[config.mk]
export PLATFORM = sky130hd
export DESIGN_NAME = sem_bank
export DESIGN_NICKNAME = d
export VERILOG_FILES = /design/src/rtl/sem_pkg.sv /design/src/rtl/sem_port_dec.sv /design/src/rtl/sem_flag.sv /design/src/rtl/sem_rd_latch.sv /design/src/rtl/sem_bank.sv
export SDC_FILE = /design/constraint.sdc
export NUM_CORES = 1
export LEC_CHECK = 0
export ABC_AREA = 1
export BUFFER_PORTS_ARGS = -buffer_cell sky130_fd_sc_hd__buf_2
export CAP_MARGIN = 15
export CORE_MARGIN = 5
export CORE_UTILIZATION = 35
export CTS_CLUSTER_DIAMETER = 60
export DETAILED_ROUTE_END_ITERATION = 7
export GPL_TIMING_DRIVEN = 0
export PLACE_DENSITY_LB_ADDON = 0.25
export SLEW_MARGIN = 25
export SYNTH_ARGS = -nofsm -noshare
export SYNTH_HDL_FRONTEND = slang
export SYNTH_SLANG_ARGS = --single-unit
[constraint.sdc]
create_clock -name clk -period 1.4 [get_ports clk]
set_input_delay 0.07 -clock clk [delete_from_list [all_inputs] [get_ports clk]]
set_output_delay 0.07 -clock clk [all_outputs]
set_load 0.02 [all_outputs]
[src/rtl/sem_pkg.sv]
// Shared definitions for the semaphore bank.
// Assumes exactly two sides, left and right, sharing every flag.
package sem_pkg;
    // Token holder of one flag
    typedef enum logic [1:0] {
        TOK_FREE  = 2'd0,
        TOK_LEFT  = 2'd1,
        TOK_RIGHT = 2'd2
    } tok_t;
endpackage

[src/rtl/sem_port_dec.sv]
// Port decoder: turns one side's active-low strobes into a legal-access,
// write and read-window indication, and picks out the flag index and
// request bit. Assumes inputs are synchronous to the bank clock.
module sem_port_dec #(
    parameter int ADDR_W = 14,
    parameter int DATA_W = 16,
    parameter int IDX_W  = 3
) (
    input  logic              sel_n,
    input  logic              ce_n,
    input  logic              we_n,
    input  logic              oe_n,
    input  logic              hb_n,
    input  logic              lb_n,
    input  logic [ADDR_W-1:0] addr,
    input  logic [DATA_W-1:0] wdata,
    output logic              wr_en,
    output logic              wr_val,
    output logic              rd_win,
    output logic [IDX_W-1:0]  idx
);
    logic acc;
    logic unused_bits;

    // Legal semaphore access: select low, and the data array not claimed
    always_comb begin
        acc    = !sel_n && (ce_n || (hb_n && lb_n));
        wr_en  = acc && !we_n;
        wr_val = wdata[0];
        rd_win = acc && !oe_n;
        idx    = addr[IDX_W-1:0];
    end

    // Upper address bits and data bits above bit 0 have no function
    assign unused_bits = ^{addr[ADDR_W-1:IDX_W], wdata[DATA_W-1:1]};
endmodule

[src/rtl/sem_flag.sv]
// One token flag with a pending-request latch per side.
// Assumes l_wr/r_wr are already qualified by flag index. A tie for a free
// flag goes to the left side; a release hands over to a waiting side.
module sem_flag
    import sem_pkg::*;
(
    input  logic clk,
    input  logic rst_n,
    input  logic l_wr,
    input  logic l_val,
    input  logic r_wr,
    input  logic r_val,
    output logic own_l,
    output logic own_r
);
    tok_t st, st_nx;
    logic pend_l, pend_r, pend_l_nx, pend_r_nx;

    // Next request latches and token holder
    always_comb begin
        pend_l_nx = l_wr ? !l_val : pend_l;
        pend_r_nx = r_wr ? !r_val : pend_r;
        case (st)
            TOK_LEFT:  st_nx = pend_l_nx ? TOK_LEFT  :
                               (pend_r_nx ? TOK_RIGHT : TOK_FREE);
            TOK_RIGHT: st_nx = pend_r_nx ? TOK_RIGHT :
                               (pend_l_nx ? TOK_LEFT  : TOK_FREE);
            default:   st_nx = pend_l_nx ? TOK_LEFT  :
                               (pend_r_nx ? TOK_RIGHT : TOK_FREE);
        endcase
    end

    // State register, all free on reset
    always_ff @(posedge clk) begin
        if (!rst_n) begin
            st     <= TOK_FREE;
            pend_l <= 1'b0;
            pend_r <= 1'b0;
        end else begin
            st     <= st_nx;
            pend_l <= pend_l_nx;
            pend_r <= pend_r_nx;
        end
    end

    assign own_l = (st == TOK_LEFT);
    assign own_r = (st == TOK_RIGHT);
endmodule

[src/rtl/sem_rd_latch.sv]
// Read latch for one side: loads the flag value across the whole bus on
// the first cycle of a read window, holds it while the window stays open,
// and drives zero while the window is closed.
module sem_rd_latch #(
    parameter int DATA_W = 16
) (
    input  logic              clk,
    input  logic              rst_n,
    input  logic              win,
    input  logic              flag_bit,
    output logic [DATA_W-1:0] rdata
);
    logic win_q;

    // Capture on window opening, hold while open, clear when closed
    always_ff @(posedge clk) begin
        if (!rst_n) begin
            win_q <= 1'b0;
            rdata <= '0;
        end else begin
            win_q <= win;
            if (!win)
                rdata <= '0;
            else if (!win_q)
                rdata <= {DATA_W{flag_bit}};
        end
    end
endmodule

[src/rtl/sem_bank.sv]
// Semaphore bank top: two port decoders, NFLAG token flags and two read
// latches. A flag reads 0 to its holder and 1 otherwise. Assumes both
// ports share clk; write effects are visible to windows opened next cycle.
module sem_bank #(
    parameter int NFLAG  = 8,
    parameter int ADDR_W = 14,
    parameter int DATA_W = 16
) (
    input  logic              clk,
    input  logic              rst_n,
    input  logic              l_sel_n,
    input  logic              l_ce_n,
    input  logic              l_we_n,
    input  logic              l_oe_n,
    input  logic              l_hb_n,
    input  logic              l_lb_n,
    input  logic [ADDR_W-1:0] l_addr,
    input  logic [DATA_W-1:0] l_wdata,
    output logic [DATA_W-1:0] l_rdata,
    input  logic              r_sel_n,
    input  logic              r_ce_n,
    input  logic              r_we_n,
    input  logic              r_oe_n,
    input  logic              r_hb_n,
    input  logic              r_lb_n,
    input  logic [ADDR_W-1:0] r_addr,
    input  logic [DATA_W-1:0] r_wdata,
    output logic [DATA_W-1:0] r_rdata
);
    localparam int IDX_W = $clog2(NFLAG);

    logic             l_wr, l_val, l_win, r_wr, r_val, r_win;
    logic [IDX_W-1:0] l_idx, r_idx;
    logic [NFLAG-1:0] own_l_v, own_r_v;
    logic             l_bit, r_bit;

    sem_port_dec #(.ADDR_W(ADDR_W), .DATA_W(DATA_W), .IDX_W(IDX_W)) u_dec_l (
        .sel_n(l_sel_n), .ce_n(l_ce_n), .we_n(l_we_n), .oe_n(l_oe_n),
        .hb_n(l_hb_n), .lb_n(l_lb_n), .addr(l_addr), .wdata(l_wdata),
        .wr_en(l_wr), .wr_val(l_val), .rd_win(l_win), .idx(l_idx)
    );

    sem_port_dec #(.ADDR_W(ADDR_W), .DATA_W(DATA_W), .IDX_W(IDX_W)) u_dec_r (
        .sel_n(r_sel_n), .ce_n(r_ce_n), .we_n(r_we_n), .oe_n(r_oe_n),
        .hb_n(r_hb_n), .lb_n(r_lb_n), .addr(r_addr), .wdata(r_wdata),
        .wr_en(r_wr), .wr_val(r_val), .rd_win(r_win), .idx(r_idx)
    );

    for (genvar i = 0; i < NFLAG; i++) begin : g_flag
        sem_flag u_flag (
            .clk(clk), .rst_n(rst_n),
            .l_wr(l_wr && (l_idx == IDX_W'(i))), .l_val(l_val),
            .r_wr(r_wr && (r_idx == IDX_W'(i))), .r_val(r_val),
            .own_l(own_l_v[i]), .own_r(own_r_v[i])
        );
    end

    // Active-low flag value as each side sees it
    always_comb begin
        l_bit = !own_l_v[l_idx];
        r_bit = !own_r_v[r_idx];
    end

    sem_rd_latch #(.DATA_W(DATA_W)) u_rd_l (
        .clk(clk), .rst_n(rst_n), .win(l_win), .flag_bit(l_bit), .rdata(l_rdata)
    );

    sem_rd_latch #(.DATA_W(DATA_W)) u_rd_r (
        .clk(clk), .rst_n(rst_n), .win(r_win), .flag_bit(r_bit), .rdata(r_rdata)
    );
endmodule

==> qor.txt <==
Core Area: 5890 sq um
clk sinks: 36
Synth Warn #: 0
layout overhead on the synthesized area: 20.6%
Post-DRT Antenna Nets: 0
largest net degree at the start of global routing: 18
Top FF cell, synth: dfxtp_1
number of setup violations in the final report: 0
synthesized cell area: 2110 sq um
aggregate global routing overflow: 0
kind of critical path: flip-flop to output port
H-Tree Depth: 2
clk buf depth: 2
Multi-input gate area: 902 sq um
Final Total Pwr: 0.00210 W
CP Launch Type: flip-flop
Inserted Diodes: 0
Num CTS Buffers: 5
Total Neg Setup Slack: 0 ns
Synth area leaders: dfxtp_1 34%, nand2_1 12%, buf_4 11%
Period minus WS final: 1.15 ns
hpwl dp: 3.89 mm
library cells used by synthesis: 20
chip width: 87.7 microns
RSZ-0062 raised after global routing: false
fin crit share: 0.820
Slew Limit Fails: 0
1st-iter DRT viols: 93
GPL Wtd Cong: 0.799
fmax: 871 MHz
# IOs: 106
outcome: finished clean
Setup Fix Bufs, Post-CTS: 0
Filler Cells Inserted: 645
M3 GR Usage: 0.0320
Worst-Skew Late Latency: 0.29 ns
Slew Limit Headroom: 0.626
Die Ht: 87.7 microns
#FFs+latches synth: 36
Root Driver: clkbuf_8
total die area: 7690 sq um
Worst Setup End Kind: output port
Total GRT Usage: 0.135
FP Rows: 28
Leak: 1.44 nW
initial core utilization: 0.359
fraction of layout cells with a size suffix above 1: 0.254
worst hold margin: 0.0925 ns
Post-synth top cells: 69 x nand2_1, 58 x nor2_1, 57 x inv_1
CP arrival: 1.08 ns
CP required: 1.33 ns
register area share after synthesis: 0.341
P per Cell Area: 823 nW/um^2
DRC violations left: 0
global-route wire length before repair: 8.19 mm
Fin Clk Skew: 0.00720 ns
Post-Layout Cell Count: 457
Routed WL per cell: 10.9 microns
synthesized instance count: 325
final-report hold violation count: 0
DRT Pass-1 Iters: 4
met1 usage in global routing: 0.189
Syn Nets: 399
vias in the first global route: 1750
clk slew on worst S/H paths: 0.06 ns
Max-Cap Viols: 0
initial antenna violation count: 0
Max VDD drop: 0.346 mV
worst slew pin tran: 0.562 ns
Reg area: 723 sq um
IO Port Bufs: 48
Worst Hold Class: input port to flip-flop
final WL: 4.96 mm
Post-synth EDFFs: 0
Placed Cells: 448
area leader, netlist: dfxtp_1
fraction of registers with async set/reset: 0
met2 usage: 0.201
most common cell in the netlist: nand2_1
CTS tree: built
Vias/cell: 4.29
NumNets Final: 456
share of the synthesized area in the top cell type: 0.341
final core utilization: 0.433
GRT busiest layer: met2
Mapped Avg Cell Area: 6.50 sq um
DR vias: 1962
worst-path maximum fanout: 17
-- through the flow --
| stage | setup slack [ns] | cell area [sq um] |
|---|---|---|
| 2_1_floorplan | 0.399 | 2110 |
| 3_3_place_gp | 0.196 | 2450 |
| 3_5_place_dp | 0.181 | 2450 |
| 4_1_cts | 0.0471 | 2540 |
| 5_1_grt | 0.168 | 2550 |
| 6_report | 0.252 | 2550 |
-- per-layer routing --
metal | vias to the layer above | part of all wire
met5 | - | 0
met4 | 0 | 0.019
met3 | 9 | 0.075
met2 | 68 | 0.41
met1 | 811 | 0.50
li1 | 1074 | -
-- timing repair --
action | 4_1_cts | 5_1_grt
hold buffers | 2 | 0
endpoints found under the hold margin | 2 | 0
resized for setup | 0 | 2
setup endpoints to repair | 0 | 30
-- worst max-delay path: stages (launching register included) --
cell and delay, ns:
dfxtp_2 0.49, buf_4 0.16, buf_2 0.15
-- registers in the layout (all words and copies together) (netlist names) --
| signal | count |
|---|---|
| g_flag.u_flag.st | 16 |
| u_rd_r.rdata | 1 |
| g_flag.u_flag.pend_r | 8 |
| u_rd_l.rdata | 1 |
| g_flag.u_flag.pend_l | 8 |
| u_rd_l.win_q | 1 |
| u_rd_r.win_q | 1 |
-- final timing paths --
path | from | to | slack (ns) | depth (start not counted)
hold / removal | l_sel_n | u_rd_l.win_q | 0.09 | 4
setup / recovery | u_rd_l.rdata[0] | l_rdata[11] | 0.25 | 2
hold reg to reg | u_rd_l.win_q | u_rd_l.rdata[0] | 0.45 | 2
setup reg to reg | g_flag[2].u_flag.st[1] | u_rd_r.rdata[0] | 0.36 | 7
-- cells by family after synthesis --
group                  share of synthesized area
flip-flops                                 0.341
buffers and inverters                      0.232
AND/OR/NAND/NOR                            0.329
AO/OA/AOI/OAI                             0.0983
-- final cells by class --
| cell class | instances | area share |
|---|---|---|
| well taps | 75 | 0.0369 |
| clock buffers | 6 | 0.0285 |
| inverters | 61 | 0.0899 |
| repair buffers | 50 | 0.102 |
| flip-flops and latches | 36 | 0.284 |
| plain buffers | 36 | 0.102 |
| clock inverters | 1 | 0.00197 |
| multi-input cells | 192 | 0.354 |
-- report_power, final --
part	leakage, nW	switching [W]	internal, W
Sequential	0.292	0.0000119	0.00104
Clock	0.0410	0.000362	0.000338
Combinational	1.11	0.000211	0.000131
-- placed cells by master, fill, tap and decap left out --
cell,count
a21oi_1,6
o21ai_0,2
nor2_2,1
dfxtp_1,34
buf_4,31
inv_1,57
buf_2,49
o21bai_1,16
or2_2,1
nand4_1,16
dfxtp_2,2
nand2_1,69
inv_2,2
a21oi_4,2
o21a_1,2
nor2_1,58
clkinv_1,2
dlygate4sd3_1,2
clkinv_2,1
nand3_1,17
clkbuf_1,4
nand3_2,2
clkbuf_8,5
buf_6,1
No activity file was read; power rests on OpenSTA's default activity.
